**src/rtl/evt_timer_pkg.sv**
```systemverilog
package evt_timer_pkg;

  // Width of the prescaler select field; divide ratio is 2^(sel+1).
  localparam int PSC_W = 3;

  // Register selects on the access port.
  typedef enum logic [1:0] {
    SEL_COUNT = 2'd0,
    SEL_CTRL  = 2'd1,
    SEL_INT   = 2'd2,
    SEL_NONE  = 2'd3
  } reg_sel_e;

  // Control register, packed MSB first: bit 5 event mode, bit 4 run,
  // bit 3 falling-edge select, bits 2:0 prescaler select.
  typedef struct packed {
    logic             evt_mode;
    logic             run;
    logic             fall_edge;
    logic [PSC_W-1:0] psc_sel;
  } ctrl_t;

  localparam int CTRL_W = $bits(ctrl_t);

endpackage

```
**src/rtl/evt_timer_psc.sv**
```systemverilog
module evt_timer_psc
  import evt_timer_pkg::*;
(
  input  logic             clk,
  input  logic             rst_ni,
  input  logic             enable,
  input  logic [PSC_W-1:0] sel,
  output logic             tick
);

  localparam int DIV_W = 1 << PSC_W;

  logic [DIV_W-1:0] div_q;
  logic [DIV_W-1:0] div_d;
  logic [DIV_W-1:0] mask_w;

  // Low (sel+1) bits set; the counter ticks when they are all ones.
  assign mask_w = (DIV_W'(2) << sel) - DIV_W'(1);
  assign tick   = enable && ((div_q & mask_w) == mask_w);

  always_comb begin
    if (enable) begin
      div_d = div_q + DIV_W'(1);
    end else begin
      div_d = '0;
    end
  end

  always_ff @(posedge clk or negedge rst_ni) begin
    if (!rst_ni) begin
      div_q <= '0;
    end else begin
      div_q <= div_d;
    end
  end

endmodule

```
**src/rtl/evt_timer_sync_edge.sv**
```systemverilog
module evt_timer_sync_edge #(
  parameter int SYNC_N = 2
) (
  input  logic clk,
  input  logic rst_ni,
  input  logic din,
  input  logic fall_sel,
  output logic edge_o
);

  localparam int LAST = SYNC_N - 1;

  // Stages 0..SYNC_N-1 synchronize; stage SYNC_N holds the previous value.
  logic [SYNC_N:0] stage_q;
  logic [SYNC_N:0] stage_d;
  logic            cur_w;
  logic            prev_w;

  assign stage_d = {stage_q[SYNC_N-1:0], din};
  assign cur_w   = stage_q[LAST];
  assign prev_w  = stage_q[SYNC_N];

  always_comb begin
    if (fall_sel) begin
      edge_o = prev_w && !cur_w;
    end else begin
      edge_o = cur_w && !prev_w;
    end
  end

  always_ff @(posedge clk or negedge rst_ni) begin
    if (!rst_ni) begin
      stage_q <= '0;
    end else begin
      stage_q <= stage_d;
    end
  end

endmodule

```
**src/rtl/evt_timer_core.sv**
```systemverilog
module evt_timer_core #(
  parameter int CNT_W = 8
) (
  input  logic             clk,
  input  logic             tick,
  input  logic             load_cnt,
  input  logic             load_pre,
  input  logic [CNT_W-1:0] wdata,
  output logic [CNT_W-1:0] cnt_o,
  output logic [CNT_W-1:0] pre_o,
  output logic             ovf_o
);

  localparam logic [CNT_W-1:0] TOP = '1;

  logic [CNT_W-1:0] cnt_q;
  logic [CNT_W-1:0] cnt_d;
  logic [CNT_W-1:0] pre_q;
  logic [CNT_W-1:0] pre_d;

  assign ovf_o = tick && (cnt_q == TOP);

  always_comb begin
    pre_d = pre_q;
    if (load_pre) begin
      pre_d = wdata;
    end
  end

  always_comb begin
    cnt_d = cnt_q;
    if (load_cnt) begin
      cnt_d = wdata;
    end else if (ovf_o) begin
      cnt_d = pre_q;
    end else if (tick) begin
      cnt_d = cnt_q + CNT_W'(1);
    end
  end

  // Count and preload are left unreset: software loads them before use.
  always_ff @(posedge clk) begin
    cnt_q <= cnt_d;
    pre_q <= pre_d;
  end

  assign cnt_o = cnt_q;
  assign pre_o = pre_q;

endmodule

```
**src/rtl/evt_timer_irq.sv**
```systemverilog
module evt_timer_irq (
  input  logic clk,
  input  logic rst_ni,
  input  logic ovf,
  input  logic pwr_down,
  input  logic wr_int,
  input  logic wr_en_bit,
  input  logic wr_flag_bit,
  output logic flag_o,
  output logic ien_o,
  output logic irq,
  output logic wake
);

  logic flag_q, flag_d;
  logic ien_q, ien_d;
  logic wake_q, wake_d;

  always_comb begin
    flag_d = flag_q;
    ien_d  = ien_q;
    if (wr_int) begin
      flag_d = wr_flag_bit;
      ien_d  = wr_en_bit;
    end
    if (ovf) begin
      flag_d = 1'b1;
    end
    wake_d = ovf && pwr_down && !flag_q;
  end

  always_ff @(posedge clk or negedge rst_ni) begin
    if (!rst_ni) begin
      flag_q <= 1'b0;
      ien_q  <= 1'b0;
      wake_q <= 1'b0;
    end else begin
      flag_q <= flag_d;
      ien_q  <= ien_d;
      wake_q <= wake_d;
    end
  end

  assign flag_o = flag_q;
  assign ien_o  = ien_q;
  assign irq    = flag_q && ien_q;
  assign wake   = wake_q;

endmodule

```
**src/rtl/evt_timer.sv**
```systemverilog
module evt_timer
  import evt_timer_pkg::*;
#(
  parameter int CNT_W  = 8,
  parameter int SYNC_N = 2
) (
  input  logic             clk,
  input  logic             rst_n,
  input  logic [1:0]       reg_addr,
  input  logic             reg_wr,
  input  logic             reg_rd,
  input  logic [CNT_W-1:0] reg_wdata,
  output logic [CNT_W-1:0] reg_rdata,
  input  logic             ext_in,
  input  logic             pwr_down,
  output logic             irq,
  output logic             wake
);

  localparam int RST_N = 2;

  // Reset: asserted asynchronously, released through a short flop chain.
  logic [RST_N-1:0] rst_pipe_q;
  logic             rst_ni;

  always_ff @(posedge clk or negedge rst_n) begin
    if (!rst_n) begin
      rst_pipe_q <= '0;
    end else begin
      rst_pipe_q <= {rst_pipe_q[RST_N-2:0], 1'b1};
    end
  end
  assign rst_ni = rst_pipe_q[RST_N-1];

  // Register decode.
  logic sel_cnt, sel_ctrl, sel_int;
  logic wr_cnt, wr_ctrl, wr_int;
  logic block_w;

  assign sel_cnt  = (reg_addr == SEL_COUNT);
  assign sel_ctrl = (reg_addr == SEL_CTRL);
  assign sel_int  = (reg_addr == SEL_INT);
  assign wr_cnt   = reg_wr && sel_cnt;
  assign wr_ctrl  = reg_wr && sel_ctrl;
  assign wr_int   = reg_wr && sel_int;
  assign block_w  = sel_cnt && (reg_rd || reg_wr);

  // Control register.
  ctrl_t ctrl_q, ctrl_d;

  always_comb begin
    ctrl_d = ctrl_q;
    if (wr_ctrl) begin
      ctrl_d = ctrl_t'(reg_wdata[CTRL_W-1:0]);
    end
  end

  always_ff @(posedge clk or negedge rst_ni) begin
    if (!rst_ni) begin
      ctrl_q <= '0;
    end else begin
      ctrl_q <= ctrl_d;
    end
  end

  logic run_q;
  assign run_q = ctrl_q.run;

  // Count sources.
  logic psc_tick, ext_edge, src_w, tick_w;

  evt_timer_psc u_psc (
    .clk    (clk),
    .rst_ni (rst_ni),
    .enable (run_q && !ctrl_q.evt_mode),
    .sel    (ctrl_q.psc_sel),
    .tick   (psc_tick)
  );

  evt_timer_sync_edge #(
    .SYNC_N (SYNC_N)
  ) u_edge (
    .clk      (clk),
    .rst_ni   (rst_ni),
    .din      (ext_in),
    .fall_sel (ctrl_q.fall_edge),
    .edge_o   (ext_edge)
  );

  assign src_w  = ctrl_q.evt_mode ? ext_edge : psc_tick;
  assign tick_w = run_q && src_w && !block_w;

  // Counter and preload.
  logic [CNT_W-1:0] cnt_q, pre_q;
  logic             ovf;

  evt_timer_core #(
    .CNT_W (CNT_W)
  ) u_core (
    .clk      (clk),
    .tick     (tick_w),
    .load_cnt (wr_cnt && !run_q),
    .load_pre (wr_cnt),
    .wdata    (reg_wdata),
    .cnt_o    (cnt_q),
    .pre_o    (pre_q),
    .ovf_o    (ovf)
  );

  // Request flag, enable and wake.
  logic flag_q, ien_q;

  evt_timer_irq u_irq (
    .clk         (clk),
    .rst_ni      (rst_ni),
    .ovf         (ovf),
    .pwr_down    (pwr_down),
    .wr_int      (wr_int),
    .wr_en_bit   (reg_wdata[0]),
    .wr_flag_bit (reg_wdata[1]),
    .flag_o      (flag_q),
    .ien_o       (ien_q),
    .irq         (irq),
    .wake        (wake)
  );

  // Read mux.
  always_comb begin
    reg_rdata = '0;
    if (sel_cnt) begin
      reg_rdata = cnt_q;
    end else if (sel_ctrl) begin
      reg_rdata = CNT_W'(ctrl_q);
    end else if (sel_int) begin
      reg_rdata = CNT_W'({flag_q, ien_q});
    end
  end

endmodule

```
**config.mk**
```make
export PLATFORM = sky130hd
export DESIGN_NAME = evt_timer
export DESIGN_NICKNAME = d
export VERILOG_FILES = /design/src/rtl/evt_timer_pkg.sv /design/src/rtl/evt_timer_psc.sv /design/src/rtl/evt_timer_sync_edge.sv /design/src/rtl/evt_timer_core.sv /design/src/rtl/evt_timer_irq.sv /design/src/rtl/evt_timer.sv
export SDC_FILE = /design/constraint.sdc
export NUM_CORES = 1
export LEC_CHECK = 0
export BUFFER_PORTS_ARGS = -buffer_cell sky130_fd_sc_hd__buf_2
export CELL_PAD_IN_SITES_DETAIL_PLACEMENT = 1
export CELL_PAD_IN_SITES_GLOBAL_PLACEMENT = 1
export CORE_ASPECT_RATIO = 0.9
export CORE_UTILIZATION = 45
export CTS_CLUSTER_DIAMETER = 80
export DETAILED_ROUTE_END_ITERATION = 8
export PLACE_DENSITY = 0.9
export RECOVER_POWER = 25
export SLEW_MARGIN = 20
export SYNTH_ARGS = -nofsm -noshare
export SYNTH_HDL_FRONTEND = slang
export SYNTH_SLANG_ARGS = --single-unit
```
**constraint.sdc**
```tcl
create_clock -name clk -period 0.9 [get_ports clk]
set_input_delay 0.135 -clock clk [delete_from_list [all_inputs] [get_ports clk]]
set_output_delay 0.135 -clock clk [all_outputs]
set_load 0.02 [all_outputs]
```
==> impl_metrics.ini, run 1 <==
[yosys]
yosysUniqueCellTypes = 39
synth_top_area_share_pct = 29.3
syn_avg_cell_area_um2 = 11.2
synth_area_um2 = 1880
netlist.top_cell.by_area = dfrtp_1
netlist_instances = 167
syn_nets = 185
synthArstFlopShare_pct = 57.9
synth-seq-cells = 38
yosysMostFrequentCell = dfrtp_1
ys_seq_area_share_pct = 54.9
yosys_warnings = 0
synth-edff-count = 16
ys.flop_type = dfrtp_1
synth_area_leaders = dfrtp_1 (29%), edfxtp_1 (26%), mux2i_1 (4.8%), mux2_2 (4.2%), nor2_1 (4.0%)
synthTopCellsByCount = dfrtp_1 (22), nor2_1 (20), edfxtp_1 (16)

[global_routing]
antenna_found_initial = 0
grt_max_degree = 21

[floorplanning]
rows = 21
die_w_um = 70.1
die_h_um = 63.3
top_level_ports = 26
start_util_pct = 48.6

[timing]
worst_endpoint = u_core.cnt_o[3]$_DFFE_PP_/D
worst_endpoint_kind = register input

[outcome]
status = stopped before the end
lastStage = 5_1_grt
firstError = [ERROR DPL-0033] detailed placement checks failed during check placement.

[clock_network]
cts.sinks = 38
cts_buffer_depth = 2
root_buffer = clkbuf_8
cts-htree-levels = 2
numCtsBuffers = 5

[placement]
place_congestion = 0.877
dp_hpwl_mm = 4.40
port_buffers = 25
## cells by family after synthesis
family | share of synthesized area [%]
AND/OR/NAND/NOR | 19.1
buffers and inverters | 2.07
flip-flops | 54.9
multiplexers | 9.00
other | 0.200
XOR/XNOR | 5.13
AO/OA/AOI/OAI | 8.20
adder cells (fa/ha/maj) | 1.33
## through the flow
step	TNS, ns	instance area (um^2)	util, %	setup slack [ns]	instances
after floorplan	-12.69	1910	-	-0.780	167
after global placement	-19.28	2380	61.7	-0.892	277
after detailed placement	-22.90	2380	61.7	-1.03	277
after CTS	-21.51	2800	72.4	-0.958	294
## repair_timing
item / CTS
hold endpoints to repair: 3
endpoints found under the setup margin: 42
resized for setup: 68
hold buffers: 2
pin swaps: 23
setup buffers: 10
==> run 2: changes to the inputs <==
CELL_PAD_IN_SITES_DETAIL_PLACEMENT = default   (was 1)
CELL_PAD_IN_SITES_GLOBAL_PLACEMENT = default   (was 1)
CORE_ASPECT_RATIO = default   (was 0.9)
CORE_UTILIZATION = 31   (was 45)
CTS_CLUSTER_DIAMETER = default   (was 80)
PLACE_DENSITY = default   (was 0.9)
PLACE_DENSITY_LB_ADDON = 0.15   (was default)
==> run 2 against run 1 <==
The flow now finishes, with violations (setup timing). Synthesized cell count stayed put. Synthesized area did not move.
==> impl_metrics.ini, run 2 <==
[outcome]
status = finished with violations
violations = setup timing

[placement]
place_ws_ns = -1.03
port_buffers = 25
place_congestion = 0.780
dp_hpwl_mm = 3.51

[yosys]
synth-edff-count = 16
ys.flop_type = dfrtp_1
yosysUniqueCellTypes = 39
syn_avg_cell_area_um2 = 11.2
synth_area_um2 = 1880
synth_area_leaders = dfrtp_1 (29%), edfxtp_1 (26%), mux2i_1 (4.8%), mux2_2 (4.2%), nor2_1 (4.0%)
yosys_warnings = 0
netlist.top_cell.by_area = dfrtp_1
synthArstFlopShare_pct = 57.9
syn_nets = 185
synth_top_area_share_pct = 29.3
ys_seq_area_share_pct = 54.9
synthTopCellsByCount = dfrtp_1 (22), nor2_1 (20), edfxtp_1 (16)
yosysMostFrequentCell = dfrtp_1
netlist_instances = 167
synth-seq-cells = 38

[final_layout]
fin_nets = 272
syn2layout_area_growth_pct = 54.4
final_common_cell = buf_4
drive_gt1_share_pct = 50.2
final_core_util_pct = 51.1
layout_common_cells = buf_4 (38), buf_6 (27), nor2_1 (20), dfrtp_1 (20), edfxtp_1 (16)
antenna_cells = 0

[clock_network]
cts.sinks = 38
numCtsBuffers = 5
cts_tree = done
clk_pin_slew_worst_paths_ns = 0.08
cts_buffer_depth = 2
root_buffer = clkbuf_8
cts-htree-levels = 2
clkLatencyLatePin_ns = 0.29

[worst_hold_path]
hold_start = reg_wdata[6]
worstHoldEndpoint = u_core.pre_o[6]$_DFFE_PP_
holdCritPathClass = input pin to flip-flop
holdPathStages = 1

[timing]
min_period_ns = 1.78
finClkSkew_ns = 0.0118
setup_viol = 41
hold_viol = 0
setup-tns-final_ns = -18.84
setup_slack_ns = -0.877
fmax_mhz = 563
rsz0062_at_grt = true
drv_slew = 0
post-route-period-util_pct = 197

[floorplanning]
top_level_ports = 26
die_w_um = 79.8
start_util_pct = 33.1
dieArea_um2 = 6370
die_h_um = 79.8
core_um2 = 5680
rows = 27

[power]
pwr_density_cell_nw_per_um2 = 1530
ir_drop_uv = 674
p_total_mw = 4.43
power.leakage_nw = 1.27

[global_routing]
grt_pass1_vias = 1625
antenna_found_initial = 0
grt_max_degree = 21
grt_overflow = 0
grt_pass1_wl_mm = 8.03
track_usage_pct = 16.7

[critical_path]
cp_cell_sequence = and4b_1, or2_1, o211a_4, buf_6, a21oi_2, a21oi_2
critPathKind = flip-flop to flip-flop
cp-startpoint = ctrl_q[5]$_DFFE_PN0P_
critPathArrivalTime_ns = 1.82
r2r_setup_slack_ns = -0.88
path_buf_inv = 1
r2r_start = ctrl_q[5]$_DFFE_PN0P_
r2r_end = u_core.cnt_o[6]$_DFFE_PP_
cp_top_family = compound AO/OA/AOI/OAI gates
crit_path_start_kind = flip-flop
worstSetupPathDepth = 6
cp_max_fo = 8
slowest_stage = dfrtp_2
critical_path_required_ns = 0.95
critPathMaxStageDelay_ns = 0.44
ff2ff_path_depth = 6
cp-end-kind = flip-flop
crit_top_cell = a21oi_2

[routing]
postRouteAntennaNets = 0
drc_errors = 0
drt_iter0_drc = 95
first_pass_iters = 4
vias = 1554
drt_wl_total_mm = 4.87
via_per_inst = 4.75
routedWlPerCell_um = 14.9

[run]
cap_violations = 0
==> run 2: worst max path at each step <==
stage                                 to  slack (ns)
4_1_cts        u_core.cnt_o[6]$_DFFE_PP_       -0.87
6_report       u_core.cnt_o[6]$_DFFE_PP_       -0.88
5_1_grt        u_core.cnt_o[1]$_DFFE_PP_       -0.92
3_3_place_gp   u_core.cnt_o[4]$_DFFE_PP_       -0.96
2_1_floorplan  u_core.cnt_o[3]$_DFFE_PP_       -0.78
3_5_place_dp   u_core.cnt_o[6]$_DFFE_PP_       -1.03
==> run 2: metrics by stage <==
step	hold slack, ns	cells	area, um^2
2_1_floorplan	-0.161	167	1910
3_3_place_gp	-0.0796	303	2410
3_5_place_dp	-0.0753	303	2410
4_1_cts	0.0305	316	2700
5_1_grt	0.0627	327	2900
6_report	0.0626	327	2900
==> run 2: kinds of logic after synthesis <==
logic type | after synthesis | synth area share, %
buffers and inverters | 6 | 2.07
XOR/XNOR | 11 | 5.13
AO/OA/AOI/OAI | 25 | 8.20
flip-flops | 38 | 54.9
adder cells (fa/ha/maj) | 2 | 1.33
other | 1 | 0.200
AND/OR/NAND/NOR | 68 | 19.1
multiplexers | 16 | 9.00
==> run 2: what timing repair did <==
item	4_1_cts	5_1_grt
setup buffers	4	16
gates resized for setup	44	37
hold buffers	2	0
endpoints found under the setup margin	42	42
pin swaps	19	16
hold endpoints to repair	3	0
==> run 2: per-layer routing <==
metal	global-route usage, %	vias to the layer above	routed length [um]
met1	19.7	758	2130
met4	4.82	0	38
met5	0	-	0
met3	3.66	4	154
li1	-	765	-
met2	30.1	27	2550
==> run 2: final cells by class <==
class                   instances  area (um^2)
flip-flops and latches         38         1030
multi-input cells             123          992
fillers                       515         2780
repair buffers                 84          683
inverters                       2         7.51
well taps                      72         90.1
clock buffers                   7         86.3
clock inverters                 1         5.00
==> run 2: worst register-to-register path, stage by stage (launching register included) <==
cell,delay [ns]
dfrtp_2,0.44
and4b_1,0.21
or2_1,0.24
o211a_4,0.29
buf_6,0.14
a21oi_2,0.13
a21oi_2,0.07
==> run 2: where the power goes <==
group	internal, mW	total [mW]	leakage (nW)	switching [mW]
logic	0.644	1.14	0.801	0.493
clock network	0.618	1.21	0.0482	0.590
registers	1.97	2.09	0.423	0.122
total	3.23	4.43	1.27	1.20
(Power assumes the default switching activity.)
==> run 3: changes to the inputs <==
MAX_ROUTING_LAYER = met4   (was default)
==> run 3 against run 2 <==
The run still ends with setup timing left. Final area unchanged. Count of clock-buffer cells in the layout unchanged. Core utilization unchanged. Flip-flop and latch count unchanged. Worst setup slack got worse by 0.0018 ns. Clock power about the same. Critical path depth decreased by 1. First-iteration DRC count increased by 4.2%. Highest routed layer unchanged.
==> impl_metrics.ini, run 3 (synthesis results as in run 2) <==
[outcome]
status = finished with violations
violations = setup timing

[timing]
hold_viol = 0
rsz0062_at_grt = true
min_period_ns = 1.78
drv_slew = 0
finClkSkew_ns = 0.0118
setup_slack_ns = -0.878
setup_viol = 41
post-route-period-util_pct = 198
fmax_mhz = 562

[final_layout]
drive_gt1_share_pct = 50.2
layout_common_cells = buf_4 (38), buf_6 (27), nor2_1 (20), dfrtp_1 (20), edfxtp_1 (16)
syn2layout_area_growth_pct = 54.4
final_common_cell = buf_4
antenna_cells = 0
stdcell_count = 327
nFillCells = 515
fin_area_um2 = 2900
fin_nets = 272

[critical_path]
crit_path_start_kind = flip-flop
critPathArrivalTime_ns = 1.88
r2r_end = u_core.cnt_o[7]$_DFFE_PP_
critPathKind = flip-flop to flip-flop
slowest_stage = dfrtp_2
r2r_start = ctrl_q[5]$_DFFE_PN0P_
ff2ff_path_depth = 5
cp_max_fo = 8
cp-end-kind = flip-flop
cp_cell_sequence = and4b_1, or2_1, o211a_4, buf_4, a211oi_1
critPathMaxStageDelay_ns = 0.44
r2r_setup_slack_ns = -0.88
critical_path_required_ns = 1.00

[routing]
postRouteAntennaNets = 0
vias = 1541
via_per_inst = 4.71
drc_errors = 0
drt_wl_total_mm = 4.90
routedWlPerCell_um = 15.0
first_pass_iters = 4
drt_iter0_drc = 99

[clock_network]
cts.sinks = 38
cts_tree = done
clkLatencyLatePin_ns = 0.29
numCtsBuffers = 5
clk_pin_slew_worst_paths_ns = 0.08
cts_buffer_depth = 2
root_buffer = clkbuf_8
cts-htree-levels = 2

[power]
intPower_mw = 3.23
power_switching_mw = 1.21
p_sw_share_pct = 27.2
p_total_mw = 4.44
pwr_density_cell_nw_per_um2 = 1530
p_seq_share_pct = 47.0
power.leakage_nw = 1.27
p_comb_share_pct = 25.7
p_clk_share_pct = 27.3
ir_drop_uv = 672

[floorplanning]
die_h_um = 79.8
die_w_um = 79.8
top_level_ports = 26
dieArea_um2 = 6370
rows = 27
start_util_pct = 33.1
core_um2 = 5680

[global_routing]
grt_max_degree = 21
grt_pass1_vias = 1626
antenna_found_initial = 0
track_usage_pct = 17.1
grt_pass1_wl_mm = 8.03
grt_overflow = 0

[placement]
dp_hpwl_mm = 3.51
dpl_cell_area_um2 = 2410
place_congestion = 0.791
post-place-cells = 303
port_buffers = 25

[worst_hold_path]
hold_start = reg_wdata[6]
holdCritPathClass = input pin to flip-flop
worstHoldEndpoint = u_core.pre_o[6]$_DFFE_PP_
holdPathStages = 1

[run]
cap_violations = 0
[run 3: cell counts in the layout (fill, tap and decap cells not counted)]
Identical to the previous run, type by type.
[run 3: final cells by class]
class                           instances  area, um^2  share of cell area, %
Sequential cell                        38        1030                   35.7
Clock inverter                          1        5.00                  0.173
Multi-Input combinational cell        123         992                   34.2
Tap cell                               72        90.1                   3.11
Inverter                                2        7.51                  0.259
Clock buffer                            7        86.3                   2.98
Timing Repair Buffer                   84         683                   23.6
[run 3: worst max-delay path by stage]
| stage | startpoint | to | slack (ns) |
|---|---|---|---|
| finish | ctrl_q[5]$_DFFE_PN0P_ | u_core.cnt_o[7]$_DFFE_PP_ | -0.88 |
| global route | u_core.cnt_o[0]$_DFFE_PP_ | u_core.cnt_o[1]$_DFFE_PP_ | -0.92 |
| CTS | ctrl_q[5]$_DFFE_PN0P_ | u_core.cnt_o[6]$_DFFE_PP_ | -0.87 |
| detailed placement | ctrl_q[5]$_DFFE_PN0P_ | u_core.cnt_o[6]$_DFFE_PP_ | -1.03 |
| global placement | ctrl_q[5]$_DFFE_PN0P_ | u_core.cnt_o[4]$_DFFE_PP_ | -0.96 |
| floorplan | u_core.cnt_o[0]$_DFFE_PP_ | u_core.cnt_o[3]$_DFFE_PP_ | -0.78 |
[run 3: repair_timing]
action,CTS,global route
pin swaps,19,16
resized for setup,44,37
endpoints found under the hold margin,3,0
buffers inserted,4,16
endpoints found under the setup margin,42,42
gates cloned,0,0
hold buffers,2,0
[run 3: per-layer routing]
layer  track usage (%)  wire length, um
met5                 -                0
met3              3.66              135
met4              4.82               38
met1              19.7             2160
met2              30.1             2560
[run 3: worst max-delay path, delay by kind of cell, from the launching register on]
family | cells | cell delay [ns]
AO/OA/AOI/OAI | 2 | 0.54
AND/OR/NAND/NOR | 2 | 0.45
buffers and inverters | 1 | 0.15
flip-flops | 1 | 0.44
[run 3: power by group through the flow]
stage	Sequential [mW]	Clock, mW	Combinational (mW)
final	2.09	1.21	1.14
after CTS	2.08	1.26	0.993
after floorplan	2.11	0	0.409
after global routing	2.10	1.34	1.24
after global placement	2.08	0	0.820
after detailed placement	2.10	0	0.827
[run 3: metrics by stage]
step | setup TNS (ns) | hold slack [ns] | setup WS (ns) | utilization (%)
final | -18.88 | 0.0605 | -0.878 | 51.1
after CTS | -19.60 | 0.0305 | -0.870 | 47.6
after detailed placement | -21.33 | -0.0753 | -1.03 | 42.5
after floorplan | -12.69 | -0.161 | -0.780 | -
after global routing | -21.43 | 0.0627 | -0.923 | 51.1
after global placement | -20.51 | -0.0796 | -0.963 | 42.5
==> run 4: changes to the inputs <==
TNS_END_PERCENT = 10   (was default)
==> run 4 against run 3 <==
Sequential share of layout area up 2.2 points. Critical path depth up 1. Largest cell class unchanged. Critical endpoint is now u_core.cnt_o[2]$_DFFE_PP_. First-iteration DRC count down 31%. Fmax up 2.3%. Sequential power about the same. Final area down 6.0%. Worst hold slack worse by 0.035 ns. Critical path type unchanged. The flow still finishes with violations (setup timing). Worst setup slack better by 0.040 ns. Via count down 1.2%. Non-clock buffer count down 8. Core utilization down 3.1 points. Flip-flop and latch count unchanged.
==> impl_metrics.ini, run 4 (synthesis results as in run 2) <==
[outcome]
status = finished with violations
violations = setup timing

[final_layout]
final_common_cell = buf_4
nFillCells = 549
fin_nets = 264
ff_latch_area_um2 = 1030
syn2layout_area_growth_pct = 45.1
drive_gt1_share_pct = 41.7
antenna_cells = 0
stdcell_count = 319
multi_input_comb_area_um2 = 915
final_core_util_pct = 48.0
layout_common_cells = buf_4 (37), dfrtp_1 (22), nor2_1 (20), buf_2 (17), edfxtp_1 (16)

[critical_path]
critical_path_required_ns = 0.96
r2r_start = ctrl_q[3]$_DFFE_PN0P_
critPathArrivalTime_ns = 1.80
crit_path_start_kind = flip-flop
slowest_stage = dfrtp_1
cp_cell_sequence = and4b_1, or2_1, o211a_4, buf_6, a21oi_2, a21oi_2
cp_max_fo = 8
cp-startpoint = ctrl_q[3]$_DFFE_PN0P_
critPathKind = flip-flop to flip-flop
critPathMaxStageDelay_ns = 0.42
cp-end-kind = flip-flop
crit_top_cell = a21oi_2

[global_routing]
use_met1_pct = 18.8
track_usage_pct = 16.8
antenna_found_initial = 0
grt_use_met2_pct = 28.9
grt_pass1_wl_mm = 7.74
grt_overflow = 0
grt_pass1_vias = 1612
grt_util_met3_pct = 4.00
top_usage_layer = met2
grt_max_degree = 21

[placement]
dp_hpwl_mm = 3.57
post-place-cells = 306
place_congestion = 0.815
port_buffers = 25
place_ws_ns = -0.996

[timing]
setup-tns-final_ns = -19.66
post-route-period-util_pct = 193
finClkSkew_ns = 0.0129
setup_slack_ns = -0.838
min_period_ns = 1.74
hold_viol = 0
rsz0062_at_grt = true
setup_viol = 41
drv_slew = 0
fmax_mhz = 575

[routing]
drc_errors = 0
via_per_inst = 4.77
first_pass_iters = 4
drt_iter0_drc = 68
drt_wl_total_mm = 4.61
routedWlPerCell_um = 14.4
postRouteAntennaNets = 0
vias = 1523

[floorplanning]
rows = 27
die_h_um = 79.8
top_level_ports = 26
die_w_um = 79.8
start_util_pct = 33.1
dieArea_um2 = 6370
core_um2 = 5680

[power]
p_total_mw = 4.53
power.leakage_nw = 1.18
ir_drop_uv = 929
pwr_density_cell_nw_per_um2 = 1660

[clock_network]
clkLatencyLatePin_ns = 0.30
cts_buffer_depth = 2
numCtsBuffers = 5
cts-htree-levels = 2
clk_pin_slew_worst_paths_ns = 0.09
cts_tree = done
cts.sinks = 38
root_buffer = clkbuf_8

[run]
cap_violations = 0

[worst_hold_path]
holdCritPathClass = input pin to flip-flop
hold_start = reg_wdata[7]
run 4: changes by cell type in the layout (fill, tap and decap cells not counted), moves of 3 or more:
| cell | change |
|---|---|
| buf_6 | -17 |
| buf_2 | +9 |
| and2_1 | +4 |
| and2_4 | -3 |
run 4: timing repair:
| action | CTS | global route |
|---|---|---|
| pin swaps | 16 | 10 |
| hold buffers | 2 | 0 |
| gates resized for setup | 28 | 11 |
| endpoints found under the setup margin | 42 | 43 |
| buffers inserted | 1 | 2 |
| hold endpoints to repair | 3 | 0 |
run 4: power by group:
group | switching [mW] | internal [mW] | total [mW]
Combinational | 0.456 | 0.546 | 1.00
Sequential | 0.111 | 1.96 | 2.07
Clock | 0.631 | 0.824 | 1.46
run 4: metal layers:
layer / routed length (um) / up-vias / part of all wire (%)
met3: 130 / 11 / 2.8
met2: 2370 / 22 / 51
li1: - / 748 / -
met4: 98 / 0 / 2.1
met1: 2010 / 742 / 44
met5: 0 / - / 0
run 4: worst paths after layout:
| path | cells after the start | slack [ns] | end |
|---|---|---|---|
| worst min-delay path | 1 | 0.03 | u_core.pre_o[7]$_DFFE_PP_ |
| min in group asynchronous | 2 | 0.16 | rst_pipe_q[0]$_DFF_PN0_ |
| worst max-delay path | 6 | -0.84 | u_core.cnt_o[2]$_DFFE_PP_ |
| max in group asynchronous | 1 | 0.50 | u_irq.ien_o$_DFFE_PN0P_ |
| worst min register to register | 1 | 0.19 | ctrl_q[3]$_DFFE_PN0P_ |
| worst max register to register | 6 | -0.84 | u_core.cnt_o[2]$_DFFE_PP_ |
run 4: area by class of cell:
| class | count | area share, % |
|---|---|---|
| Sequential cell | 38 | 37.9 |
| Multi-Input combinational cell | 123 | 33.6 |
| Clock buffer | 5 | 2.53 |
| Tap cell | 72 | 3.31 |
| Inverter | 2 | 0.276 |
| Timing Repair Buffer | 76 | 20.8 |
| Clock inverter | 3 | 1.65 |
run 4: critical path, delay by kind of cell, from the launching register on:
kind            cells  cell delay (ns)
buf+inv             1             0.14
compound gates      3             0.48
flops               1             0.42
simple gates        2             0.45
run 4: per-stage QoR:
step	hold slack [ns]	cell area (um^2)
after floorplan	-0.161	1880
after global placement	-0.0797	2440
after detailed placement	-0.0766	2440
after CTS	0.0135	2670
after global routing	0.0136	2720
final	0.0257	2720
